--- src/rtl/svc_pkg.sv ---
// Shared constants and types for the serial command word validator.
// Field positions follow the bit order on the wire: word bit 0 is received first.
package svc_pkg;
    localparam int CMD_BITS = 24;
    localparam int BYTE_W   = 8;
    localparam int CODE_W   = 13;
    localparam int CNT_W    = $clog2(CMD_BITS);
    localparam int MODE_LO  = BYTE_W;
    localparam int MODE_HI  = MODE_LO + 1;
    localparam int CODE_LO  = MODE_HI + 1;
    localparam int CODE_HI  = CODE_LO + CODE_W - 1;
    localparam int TAIL_BIT = CMD_BITS - 1;

    localparam logic [BYTE_W-1:0] OP_READ_PAT  = 8'h62;
    localparam logic [BYTE_W-1:0] OP_WRITE_PAT = 8'h9D;
    // mode pair written as {bit9, bit8}
    localparam logic [1:0] MODE_NORMAL_PAT  = 2'b01;
    localparam logic [1:0] MODE_PROGRAM_PAT = 2'b10;

    typedef enum logic [1:0] {
        ST_IDLE,
        ST_RECV,
        ST_DONE,
        ST_IGNORE
    } seq_state_t;

    typedef struct packed {
        logic is_write;
        logic is_read;
        logic prog;
        logic norm;
    } cmd_decode_t;
endpackage

--- src/rtl/cmd_bit_shifter.sv ---
// Collects serial bits into a word, placing each bit at the position given by
// the running bit index. Assumes shift_en is only asserted while a transfer is open.
// Exposes the word as it will look after the current bit (word_next) so that
// field checks can run in the same cycle the bit arrives.
module cmd_bit_shifter #(
    parameter int BITS  = 24,
    parameter int CNT_W = $clog2(BITS)
) (
    input  logic             clk,
    input  logic             rst_n,
    input  logic             clear,
    input  logic             shift_en,
    input  logic             sdata,
    output logic [CNT_W-1:0] bit_idx,
    output logic [BITS-1:0]  word_next
);
    localparam logic [CNT_W-1:0] LAST_IDX = CNT_W'(BITS - 1);

    logic [BITS-1:0] word_q;

    // Merge the incoming bit into its slot of the stored word.
    genvar gi;
    generate
        for (gi = 0; gi < BITS; gi++) begin : g_slot
            assign word_next[gi] = (bit_idx == CNT_W'(gi)) ? sdata : word_q[gi];
        end
    endgenerate

    // Store the word and advance the index on each accepted bit.
    always_ff @(posedge clk) begin
        if (!rst_n || clear) begin
            word_q  <= '0;
            bit_idx <= '0;
        end else if (shift_en) begin
            word_q <= word_next;
            if (bit_idx != LAST_IDX) begin
                bit_idx <= bit_idx + 1'b1;
            end
        end
    end
endmodule

--- src/rtl/cmd_field_check.sv ---
// Combinational field checker. For the bit now arriving, says whether the field
// that this bit completes is illegal, and decodes operation and mode.
// Assumes word_next holds all bits up to and including bit_idx.
module cmd_field_check
    import svc_pkg::*;
#(
    parameter logic [CODE_W-1:0] DEV_CODE = '0
) (
    input  logic [CMD_BITS-1:0] word_next,
    input  logic [CNT_W-1:0]    bit_idx,
    output logic                stage_fail,
    output logic                last_bit,
    output cmd_decode_t         decode
);
    logic [BYTE_W-1:0] op_byte;
    logic [1:0]        mode_pair;
    logic              op_rd, op_wr, md_norm, md_prog;
    logic [CODE_W-1:0] code_diff;
    logic              code_ok;

    assign op_byte   = word_next[BYTE_W-1:0];
    assign mode_pair = word_next[MODE_HI:MODE_LO];
    assign op_rd     = (op_byte == OP_READ_PAT);
    assign op_wr     = (op_byte == OP_WRITE_PAT);
    assign md_norm   = (mode_pair == MODE_NORMAL_PAT);
    assign md_prog   = (mode_pair == MODE_PROGRAM_PAT);

    // Per-bit comparison of the device-select field against the fixed code.
    genvar gj;
    generate
        for (gj = 0; gj < CODE_W; gj++) begin : g_code
            assign code_diff[gj] = word_next[CODE_LO + gj] ^ DEV_CODE[gj];
        end
    endgenerate
    assign code_ok = ~|code_diff;

    // Pick the check belonging to the field that closes at this bit.
    always_comb begin
        stage_fail = 1'b0;
        if (bit_idx == CNT_W'(BYTE_W - 1)) begin
            stage_fail = !(op_rd || op_wr);
        end else if (bit_idx == CNT_W'(MODE_HI)) begin
            stage_fail = !(md_norm || (md_prog && op_wr));
        end else if (bit_idx == CNT_W'(CODE_HI)) begin
            stage_fail = !code_ok;
        end else if (bit_idx == CNT_W'(TAIL_BIT)) begin
            stage_fail = !word_next[TAIL_BIT];
        end
    end

    assign last_bit        = (bit_idx == CNT_W'(TAIL_BIT));
    assign decode.is_write = op_wr;
    assign decode.is_read  = op_rd;
    assign decode.prog     = md_prog;
    assign decode.norm     = md_norm;
endmodule

--- src/rtl/cmd_seq_ctrl.sv ---
// Transfer sequencer: opens a transfer when the enable is seen high, gates bit
// collection, and registers the accept/reject outcome.
// Assumes stage_fail, last_bit and decode refer to the bit offered this cycle.
module cmd_seq_ctrl
    import svc_pkg::*;
(
    input  logic        clk,
    input  logic        rst_n,
    input  logic        xfer_active,
    input  logic        sclk_rise,
    input  logic        stage_fail,
    input  logic        last_bit,
    input  cmd_decode_t decode,
    output logic        shift_en,
    output logic        clear,
    output logic        cmd_valid,
    output logic        op_read,
    output logic        op_write,
    output logic        mode_program,
    output logic        mode_normal,
    output logic        cmd_abort
);
    seq_state_t state_q, state_d;
    logic       accept, reject;

    assign shift_en = (state_q == ST_RECV) && xfer_active && sclk_rise;
    assign clear    = !xfer_active;
    assign accept   = shift_en && !stage_fail && last_bit;
    assign reject   = shift_en && stage_fail;

    // Next-state selection for the transfer sequence.
    always_comb begin
        state_d = state_q;
        unique case (state_q)
            ST_IDLE:   if (xfer_active) state_d = ST_RECV;
            ST_RECV: begin
                if (!xfer_active)  state_d = ST_IDLE;
                else if (reject)   state_d = ST_IGNORE;
                else if (accept)   state_d = ST_DONE;
            end
            ST_DONE,
            ST_IGNORE: if (!xfer_active) state_d = ST_IDLE;
            default:   state_d = ST_IDLE;
        endcase
    end

    // State register.
    always_ff @(posedge clk) begin
        if (!rst_n) state_q <= ST_IDLE;
        else        state_q <= state_d;
    end

    // Outcome registers: valid pulse, held decode, sticky abort.
    always_ff @(posedge clk) begin
        if (!rst_n) begin
            cmd_valid    <= 1'b0;
            op_read      <= 1'b0;
            op_write     <= 1'b0;
            mode_program <= 1'b0;
            mode_normal  <= 1'b0;
            cmd_abort    <= 1'b0;
        end else begin
            cmd_valid <= accept;
            if (!xfer_active) begin
                op_read      <= 1'b0;
                op_write     <= 1'b0;
                mode_program <= 1'b0;
                mode_normal  <= 1'b0;
                cmd_abort    <= 1'b0;
            end else if (accept) begin
                op_read      <= decode.is_read;
                op_write     <= decode.is_write;
                mode_program <= decode.prog;
                mode_normal  <= decode.norm;
            end else if (reject) begin
                cmd_abort <= 1'b1;
            end
        end
    end
endmodule

--- src/rtl/serial_cmd_validator.sv ---
// Top of the serial command word validator. Assumes sclk_rise is already
// synchronised to clk and lasts one cycle per serial clock rising edge, and that
// the first strobe comes at least one clock after xfer_active goes high.
module serial_cmd_validator
    import svc_pkg::*;
#(
    parameter logic [CODE_W-1:0] DEV_CODE = 13'h0B5A
) (
    input  logic clk,
    input  logic rst_n,
    input  logic xfer_active,
    input  logic sclk_rise,
    input  logic sdata,
    output logic cmd_valid,
    output logic op_read,
    output logic op_write,
    output logic mode_program,
    output logic mode_normal,
    output logic cmd_abort
);
    logic                shift_en, clear, stage_fail, last_bit;
    logic [CNT_W-1:0]    bit_idx;
    logic [CMD_BITS-1:0] word_next;
    cmd_decode_t         decode;

    cmd_bit_shifter #(.BITS(CMD_BITS), .CNT_W(CNT_W)) shifter_i (
        .clk       (clk),
        .rst_n     (rst_n),
        .clear     (clear),
        .shift_en  (shift_en),
        .sdata     (sdata),
        .bit_idx   (bit_idx),
        .word_next (word_next)
    );

    cmd_field_check #(.DEV_CODE(DEV_CODE)) check_i (
        .word_next  (word_next),
        .bit_idx    (bit_idx),
        .stage_fail (stage_fail),
        .last_bit   (last_bit),
        .decode     (decode)
    );

    cmd_seq_ctrl seq_i (
        .clk          (clk),
        .rst_n        (rst_n),
        .xfer_active  (xfer_active),
        .sclk_rise    (sclk_rise),
        .stage_fail   (stage_fail),
        .last_bit     (last_bit),
        .decode       (decode),
        .shift_en     (shift_en),
        .clear        (clear),
        .cmd_valid    (cmd_valid),
        .op_read      (op_read),
        .op_write     (op_write),
        .mode_program (mode_program),
        .mode_normal  (mode_normal),
        .cmd_abort    (cmd_abort)
    );
endmodule

--- config.mk ---
export PLATFORM = sky130hd
export DESIGN_NAME = serial_cmd_validator
export DESIGN_NICKNAME = d
export VERILOG_FILES = /design/src/rtl/svc_pkg.sv /design/src/rtl/cmd_bit_shifter.sv /design/src/rtl/cmd_field_check.sv /design/src/rtl/cmd_seq_ctrl.sv /design/src/rtl/serial_cmd_validator.sv
export SDC_FILE = /design/constraint.sdc
export NUM_CORES = 1
export LEC_CHECK = 0
export BUFFER_PORTS_ARGS = -buffer_cell sky130_fd_sc_hd__buf_2
export CORE_UTILIZATION = 65
export CTS_BUF_LIST = sky130_fd_sc_hd__clkbuf_2
export DETAILED_ROUTE_END_ITERATION = 12
export PLACE_DENSITY = 0.84
export SYNTH_ARGS = -nofsm -noshare
export SYNTH_HDL_FRONTEND = slang
export SYNTH_SLANG_ARGS = --single-unit
export TNS_END_PERCENT = 10
--- constraint.sdc ---
create_clock -name clk -period 3.9 [get_ports clk]
set_input_delay 0.195 -clock clk [delete_from_list [all_inputs] [get_ports clk]]
set_output_delay 0.195 -clock clk [all_outputs]
set_load 0.03 [all_outputs]
==> impl_metrics.tcl, run 1 <==
set metrics [dict create \
    slew_headroom 0.383 \
    drv_cap 0 \
    p_sw_frac 0.259 \
    p_clk_frac 0.307 \
    p_comb_frac 0.049 \
    numCtsBuffers 5 \
    rsz0062_at_grt "false" \
    outcome "complete, no violations" \
    syn_to_final_growth_pct 2.12 \
    synthFlopType "dfxtp_1" \
    numClockSinks 35 \
    hold-path-endpoint "seq_i.cmd_valid" \
    syn_area_per_cell_um2 8.68 \
    synth_top_area_frac 0.339 \
    grt_usage 0.269 \
    clk_path_buf_depth 2 \
    cts_resized 0 \
    hold_violations 0 \
    clock_latency_ps 390 \
    start_util 0.682 \
    slew_violations 0 \
    r2r-start "shifter_i.bit_idx[0]" \
    fin_skew_ps 14.2 \
    hold_path.class "input pin to flip-flop" \
    worst-r2r-cell-count 8 \
    power_density_mw_per_mm2 266 \
    antenna_found_initial 0 \
    crit_required_ps 4220 \
    critPathMaxFanout 10 \
    peakVddDrop_mv 0.200 \
    wire_per_inst_um 15.1 \
    clock.fmax_mhz 383 \
    hp-start "rst_n" \
    hpwl_um 2830 \
    cts_root_buf "clkbuf_2" \
    multi_input_area_mm2 0.00123 \
    setup_tns_ps 0 \
    cts_setup_buffers 0 \
    rows 20 \
    gp_congestion 0.858 \
    dieArea_mm2 0.00341 \
    die_w_um 58.4 \
    synth_area_mm2 0.00207 \
    dp_cells 272 \
    hold_buffers 0 \
    place_ws_ps 1330 \
    holdPathStages 3 \
    via_per_inst 5.93 \
    grt_pass1_wl_um 6980 \
    final.min_clock_period_ps 2610 \
    synth_edf_count 0 \
    p_switching_uw 146 \
    core_region_area_mm2 0.00303 \
    grt_max_degree 29 \
    drt_wl_total_um 4230 \
    seqPwrFrac 0.644 \
    fin_cells 280 \
    tightestPinTransition_ps 923 \
    post-route-util 0.697 \
    yosysTopAreaCell "dfxtp_1" \
    ff2ff_setup_slack_ps 1290 \
    num_vias 1661 \
    layout-drive-gt1-share 0.123 \
    path_clk_slew_ps 180 \
    diodes 0 \
    drt_iter0_drc 117 \
    critPathKind "flip-flop to flip-flop" \
    fin_crit_sh 0.669 \
    synth_cell_type_count 51 \
    synth-seq-cells 35 \
    cp-start-kind "flip-flop" \
    p_int_uw 417 \
    synth_area_leaders "dfxtp_1 34%, mux2i_1 13%, nor2_1 6.0%" \
    syn_inst 238 \
    ios 11 \
    first_pass_iters 4 \
    r2r-end "seq_i.cmd_valid" \
    arrival_ps 2930 \
    async_flop_share 0 \
    p_leak_nw 0.769 \
    end_kind "flip-flop" \
    cts_tree "yes" \
    grt-ovfl-total 0 \
    ctsHtreeMaxLevel 2 \
    nFillCells 259 \
    setup_violations 0 \
    synth.net_count 248 \
    ys_seq_area_frac 0.339 \
    synth_warnings 0 \
    seq_area_um2 701 \
    drc 0 \
    port_buffers 10 \
    dieHeight_um 58.4 \
    grt_pass1_vias 1508 \
    setup_ws_ps 1290 \
    drtAntennaViolNets 0 \
    finalNetCount 245 \
]
## routing by layer
metal / global-route usage / part of all wire
met5: 0 / 0
met2: 0.424 / 0.48
met3: 0.0703 / 0.041
met4: 0.0986 / 0.011
met1: 0.358 / 0.47
## through the flow
stage | cell area [um^2] | hold WS [ps] | power (mW)
3_3_place_gp | 2070 | 442 | 0.397
4_1_cts | 2110 | 49.7 | 0.563
3_5_place_dp | 2070 | 445 | 0.397
2_1_floorplan | 2070 | 341 | 0.390
5_1_grt | 2110 | 53.5 | 0.586
6_report | 2110 | 60.1 | 0.562
## critical path: stages, from the launching register on
cell and delay [ps]:
dfxtp_1 380, inv_1 90, ha_1 360, nor4bb_1 390
mux2i_1 360, nand2_1 80, nor4_1 500, nor3_1 120
nor4b_2 270
## power groups by stage
| stage | Sequential, mW | Combinational (mW) | Clock, mW |
|---|---|---|---|
| 4_1_cts | 0.362 | 0.0274 | 0.174 |
| 3_3_place_gp | 0.369 | 0.0272 | 0 |
| 2_1_floorplan | 0.368 | 0.0214 | 0 |
| 5_1_grt | 0.363 | 0.0305 | 0.193 |
| 6_report | 0.362 | 0.0276 | 0.173 |
| 3_5_place_dp | 0.369 | 0.0274 | 0 |
## logic make-up (layout without fill, tap and decap cells)
kind of cell,Yosys count,in the layout,share of synthesized area
AOI/OAI and AO/OA,38,38,0.145
and+or+nand+nor,103,103,0.278
adders and majority gates,5,5,0.0303
DFF,35,35,0.339
muxes,27,27,0.131
xor gates and xnor gates,3,3,0.0127
buffers and inverters,27,25,0.0636
## final cells by class
type,count,share of cell area
multi-input cells,176,0.585
repair buffers,11,0.0273
clock buffers,7,0.0166
inverters,6,0.0107
clock inverters,1,0.00237
flip-flops and latches,35,0.332
well taps,44,0.0261
## cell usage in the layout, fill, tap and decap left out, types with 2 or more instances in the layout
cell and n:
clkbuf_2 7, nor4_1 2, xnor2_1 2, nand3b_1 2
ha_1 5, and4_1 2, a211oi_1 10, o21ai_0 5
nor4bb_1 3, nor3b_1 2, nor2b_1 5, nor2_1 33
o32a_1 2, inv_1 6, nor4b_2 2, a21oi_1 5
nor4b_1 3, mux2i_1 26, a31oi_1 5, buf_2 10
and2_1 3, and3_1 4, nand4_1 3, dfxtp_1 35
nand3_1 4, nor3_1 3, nand2_1 23
## Yosys cell counts (5+ instances only)
library cell	count
a211oi_1	10
mux2i_1	26
buf_2	6
a31oi_1	5
nand2_1	23
nor2b_1	5
nor2_1	33
inv_1	6
ha_1	5
clkbuf_1	10
a21oi_1	5
o21ai_0	5
dfxtp_1	35
## sequential cells by signal (all words and copies together) (netlist names)
signal and count:
seq_i.op_write 1, shifter_i.word_q 22, seq_i.cmd_abort 1, seq_i.mode_normal 1, seq_i.cmd_valid 1, seq_i.mode_program 1, seq_i.state_q 2, shifter_i.bit_idx 5
seq_i.op_read 1
## worst max-delay path by stage
stage	from	endpoint	slack, ps	depth (start not counted)
after detailed placement	shifter_i.bit_idx[0]	seq_i.cmd_valid	1330	8
after global routing	shifter_i.bit_idx[0]	seq_i.cmd_valid	990	8
after global placement	shifter_i.bit_idx[0]	seq_i.cmd_valid	1360	8
after CTS	shifter_i.bit_idx[0]	seq_i.cmd_valid	1320	8
final	shifter_i.bit_idx[0]	seq_i.cmd_valid	1290	8
after floorplan	shifter_i.bit_idx[0]	seq_i.cmd_valid	1690	9
(Power assumes the default switching activity.)
==> run 2: changes to the inputs <==
ABC_AREA = 1   (was default)
CORE_UTILIZATION = 57   (was 65)
PLACE_DENSITY = 0.78   (was 0.84)
clock period = 2.37 ns   (was 3.9 ns; I/O delays follow)
==> run 2 against run 1 <==
  * Sequential power rose by 72%
  * Sequential cell count did not move
  * Design area rose by 13%
  * Cell count rose by 51%
  * Utilization fell by 4.5 points
  * Register-to-register slack got worse by 1200 ps
  * Count of clock-buffer cells in the layout fell by 2
  * Via count rose by 36%
  * Combinational power rose to 5.5 times the previous value
  * Highest routed layer unchanged
==> impl_metrics.tcl, run 2 <==
set metrics [dict create \
    synth_edf_count 0 \
    drc 0 \
    hp-start "sclk_rise" \
    clock_latency_ps 400 \
    dieHeight_um 63.6 \
    crit_required_ps 2700 \
    hold_violations 0 \
    syn_area_per_cell_um2 6.04 \
    yosys-top-cells-count "122 x nand2_1, 51 x inv_1, 35 x dfxtp_1" \
    power_density_mw_per_mm2 489 \
    regMostFlops "shifter_i.word_q" \
    yosysTopAreaCell "dfxtp_1" \
    grt_pass1_wl_um 8400 \
    nFillCells 340 \
    antenna_found_initial 0 \
    grt_usage 0.268 \
    first_pass_iters 6 \
    cts_root_buf "clkbuf_2" \
    total_power_mw 1.17 \
    path_clk_slew_ps 190 \
    p_leak_nw 1.20 \
    synth_area_mm2 0.00216 \
    final.min_clock_period_ps 2290 \
    numCtsBuffers 5 \
    fin_crit_sh 0.965 \
    synth.net_count 368 \
    numClockSinks 35 \
    seq_area_um2 706 \
    dieArea_mm2 0.00404 \
    peakVddDrop_mv 0.294 \
    async_flop_share 0 \
    drv_cap 0 \
    finalNetCount 383 \
    r2r-start "shifter_i.bit_idx[1]" \
    synth_cell_type_count 27 \
    wire_per_inst_um 12.4 \
    tightestPinTransition_ps 656 \
    grt_max_degree 28 \
    slew_headroom 0.560 \
    cp-start-kind "flip-flop" \
    final_common_cell "nand2_1" \
    drtAntennaViolNets 0 \
    hpwl_um 3550 \
    synth-seq-cells 35 \
    synth_area_leaders "dfxtp_1 32%, nand2_1 21%, inv_1 8.9%" \
    diodes 0 \
    dp_cells 409 \
    top_regs "shifter_i.word_q x22, shifter_i.bit_idx x5, seq_i.state_q x2" \
    fin_skew_ps 11.8 \
    ys_seq_area_frac 0.324 \
    syn_to_final_growth_pct 10.4 \
    slew_violations 0 \
    startpoint "shifter_i.bit_idx[1]" \
    final_cell_mix "122 x nand2_1, 51 x inv_1, 31 x dfxtp_1" \
    critPathMaxFanout 7 \
    multi_input_area_mm2 0.00123 \
    synthFlopType "dfxtp_1" \
    drt_iter0_drc 202 \
    ctsHtreeMaxLevel 2 \
    gp_congestion 0.846 \
    largest_reg_flops 22 \
    layout-drive-gt1-share 0.123 \
    rows 22 \
    via_per_inst 5.33 \
    end_kind "flip-flop" \
    clock.fmax_mhz 437 \
    arrival_ps 2610 \
    critPathKind "flip-flop to flip-flop" \
    hold_path.class "input pin to flip-flop" \
    setup_violations 0 \
    ios 11 \
    drt_wl_total_um 5250 \
    start_util 0.590 \
    cts_tree "yes" \
    die_w_um 63.6 \
    synth.most_common_cell "nand2_1" \
    synth_warnings 0 \
    port_buffers 10 \
    outcome "complete, no violations" \
    grt-ovfl-total 0 \
    grt_pass1_vias 1911 \
    syn_inst 358 \
    core_region_area_mm2 0.00366 \
    num_vias 2251 \
    clk_path_buf_depth 2 \
    fin_cells 422 \
    synth_top_area_frac 0.324 \
]
## run 2: cell types whose count changed in the layout (fill, tap and decap cells not counted), sizes merged, moves of 4 or more
cell,change
mux2i,-25
a211oi,-10
nand2,+99
a21oi,+15
nor4b,-5
o211ai,+7
and3,-4
o21ai,+20
inv,+48
nand3,+25
buf,+6
nor2b,-5
## run 2: per-layer routing
layer / vias up / global-route usage / share of wire
met2: 82 / 0.447 / 0.47
met3: 18 / 0.0543 / 0.076
met4: 0 / 0.0938 / 0.021
met1: 989 / 0.338 / 0.44
met5: - / 0 / 0
li1: 1162 / - / -
## run 2: through the flow
step | hold WS (ps) | util | setup slack [ps] | TNS, ps | area, um^2
2_1_floorplan | 240 | - | 478 | 0 | 2160
3_3_place_gp | 365 | 0.615 | 138 | 0 | 2250
3_5_place_dp | 367 | 0.615 | 38.3 | 0 | 2250
4_1_cts | 188 | 0.638 | 26.3 | 0 | 2340
5_1_grt | 249 | 0.652 | -6.10 | -6.10 | 2390
6_report | 236 | 0.652 | 83.5 | 0 | 2390
## run 2: logic make-up after synthesis
group                    count (synthesis)  share of synthesized area
AO/OA/AOI/OAI                           60                      0.154
AND/OR/NAND/NOR                        189                      0.363
flip-flops                              35                      0.324
buffers and inverters                   68                      0.125
multiplexers                             1                    0.00463
adder cells (fa/ha/maj)                  5                     0.0290
## run 2: worst paths after layout
check                             end  slack, ps  cells after the start
setup / recovery    seq_i.mode_normal         80                     15
hold / removal    shifter_i.word_q[1]        240                      4
setup reg to reg    seq_i.mode_normal         80                     15
hold reg to reg       seq_i.cmd_abort        470                      2
## run 2: repair_timing
item	in CTS	in global routing
buffers inserted	0	1
endpoints found under the hold margin	3	0
endpoints found under the setup margin	0	7
resized for setup	0	11
hold buffers	2	0
## run 2: worst max-delay path: stages (launching register included)
cell and delay, ps:
dfxtp_2 370, inv_1 100, ha_1 180, inv_1 100, nor2_2 260, nand3_1 110
nand2_1 80, nand2_1 60, nor2_1 150, nand2_1 110, nand3_1 110, nand3_2 100
nor2_4 190, inv_2 60, a21oi_1 160, nor2_1 60
## run 2: layout make-up
| type | instances | area share |
|---|---|---|
| clock buffers | 5 | 0.0105 |
| clock inverters | 3 | 0.0163 |
| inverters | 55 | 0.0865 |
| multi-input cells | 257 | 0.514 |
| flip-flops and latches | 35 | 0.296 |
| well taps | 48 | 0.0252 |
| repair buffers | 19 | 0.0514 |
## run 2: report_power, final
group	total (mW)	switching, mW	internal [mW]
clock	0.394	0.220	0.174
sequential	0.622	0.0132	0.609
combinational	0.151	0.103	0.0488
total	1.17	0.336	0.831
==> run 3: changes to the inputs <==
PLACE_DENSITY = 0.81   (was 0.78)
==> run 3 against run 2 <==
  * Setup slack improved by 130 ps
  * Fmax rose by 6.2%
  * Cell count up 0.24%
  * Hold slack got worse by 11 ps
  * Largest power group unchanged
  * Via count down 3.2%
  * Combinational power barely moved
  * Sequential share of layout area shrank 0.10 points
  * Critical path type unchanged
==> impl_metrics.tcl, run 3 (synthesized netlist as in run 2, its figures left out) <==
set metrics [dict create \
    outcome "complete, no violations" \
    ff2ff_setup_slack_ps 220 \
    hold_path.class "input pin to flip-flop" \
    cts_root_buf "clkbuf_2" \
    syn_to_final_growth_pct 10.0 \
    clock_latency_ps 410 \
    hp-start "sclk_rise" \
    top_regs "shifter_i.word_q x22, shifter_i.bit_idx x5, seq_i.state_q x2" \
    worst-r2r-cell-count 14 \
    hold_violations 0 \
    cts_setup_buffers 0 \
    cts_tree "yes" \
    ctsHtreeMaxLevel 2 \
    dieArea_mm2 0.00404 \
    start_util 0.590 \
    clock.fmax_mhz 465 \
    clk_path_buf_depth 2 \
    cpPeakStageDelay_ps 370 \
    ios 11 \
    regMostFlops "shifter_i.word_q" \
    hpwl_um 3650 \
    p_comb_frac 0.131 \
    die_w_um 63.6 \
    cp_cell_sequence "inv_1 -> ha_1 -> inv_1 -> nor2_2 -> nand3_1 -> nand2_1 -> nand2_1 -> nor2_1 -> nand3_1 -> nand2_1 -> nand3_2 -> nor2_4 -> o21ai_0 -> a21oi_1" \
    peakVddDrop_mv 0.411 \
    r2r-start "shifter_i.bit_idx[1]" \
    arrival_ps 2510 \
    num_vias 2179 \
    grt_pass1_vias 1940 \
    fin_crit_sh 0.908 \
    numClockSinks 35 \
    p_int_uw 831 \
    crit_top_cell "nand2_1" \
    grt_max_degree 28 \
    via_per_inst 5.15 \
    final_cell_mix "122 x nand2_1, 51 x inv_1, 35 x dfxtp_1" \
    total_power_mw 1.15 \
    critPathMaxFanout 7 \
    end_kind "flip-flop" \
    largest_reg_flops 22 \
    slew_violations 0 \
    diodes 0 \
    cp-start-kind "flip-flop" \
    rows 22 \
    fin_skew_ps 29.7 \
    core_region_area_mm2 0.00366 \
    drt_iter0_drc 130 \
    seqPwrFrac 0.537 \
    holdPathStages 4 \
    crit_slowest_cell "dfxtp_1" \
    tightestPinTransition_ps 688 \
    power_density_mw_per_mm2 486 \
    drt_wl_total_um 5140 \
    post-route-util 0.649 \
    slew_headroom 0.538 \
    dieHeight_um 63.6 \
    r2r-end "seq_i.op_write" \
    finalNetCount 384 \
    gp_congestion 0.900 \
    port_buffers 10 \
    critPathKind "flip-flop to flip-flop" \
    wire_per_inst_um 12.2 \
    hold-path-endpoint "shifter_i.bit_idx[4]" \
    drtAntennaViolNets 0 \
    p_switching_uw 323 \
    drv_cap 0 \
    antenna_found_initial 0 \
    grt_pass1_wl_um 8470 \
    final.min_clock_period_ps 2150 \
    setup_violations 0 \
    final_common_cell "nand2_1" \
    crit_required_ps 2730 \
    numCtsBuffers 5 \
    layout-drive-gt1-share 0.104 \
    p_sw_frac 0.280 \
    grt_usage 0.270 \
    drc 0 \
    first_pass_iters 4 \
    p_leak_nw 1.21 \
    p_clk_frac 0.332 \
    grt-ovfl-total 0 \
    path_clk_slew_ps 200 \
]
-- run 3: changes by cell type in the layout (fill, tap and decap cells not counted), sizes merged --
cell,change
nor2,-1
buf,+2
-- run 3: critical path, delay by kind of cell, from the launching register on --
| family | cells | cell delay (ps) |
|---|---|---|
| adder cells (fa/ha/maj) | 1 | 180 |
| flip-flops | 1 | 370 |
| buffers and inverters | 2 | 210 |
| AO/OA/AOI/OAI | 2 | 260 |
| AND/OR/NAND/NOR | 9 | 1120 |
-- run 3: cell type report --
cell class                      count  area (um^2)
Timing Repair Buffer               21          138
Sequential cell                    35          701
Tap cell                           48         60.1
Clock inverter                      3         38.8
Fill cell                         335         1280
Inverter                           55          206
Multi-Input combinational cell    256         1210
Clock buffer                        5         25.0
-- run 3: power by group through the flow --
stage	combinational, mW	clock (mW)	sequential [mW]
after floorplan	0.110	0	0.629
after global placement	0.142	0	0.632
after detailed placement	0.144	0	0.632
after CTS	0.147	0.387	0.620
after global routing	0.171	0.407	0.623
final	0.151	0.383	0.620
-- run 3: how the worst max path moves through the flow --
stage,from,endpoint,depth (start not counted)
floorplan,shifter_i.bit_idx[0],seq_i.mode_normal,16
global placement,shifter_i.bit_idx[1],seq_i.state_q[0],15
detailed placement,shifter_i.bit_idx[1],seq_i.state_q[0],15
CTS,shifter_i.bit_idx[1],seq_i.state_q[0],15
global route,shifter_i.bit_idx[1],seq_i.state_q[0],16
finish,shifter_i.bit_idx[1],seq_i.op_write,14
-- run 3: repair_timing --
| action | 4_1_cts | 5_1_grt |
|---|---|---|
| hold buffers | 2 | 0 |
| endpoints found under the setup margin | 0 | 7 |
| endpoints found under the hold margin | 3 | 0 |
| resized for setup | 0 | 3 |
-- run 3: metal layers --
metal,routed length [um],track usage
met1,2380,0.350
met2,2340,0.440
met3,338,0.0543
met4,83,0.0938
met5,0,0
-- run 3: through the flow --
step	cells	hold WS [ps]	instance area (um^2)	setup TNS (ps)	setup WS [ps]
floorplan	358	240	2160	0	478
global placement	412	373	2270	0	168
detailed placement	412	375	2270	0	107
CTS	422	207	2360	0	94.5
global route	423	234	2380	-57.5	-27.6
finish	423	226	2380	0	218
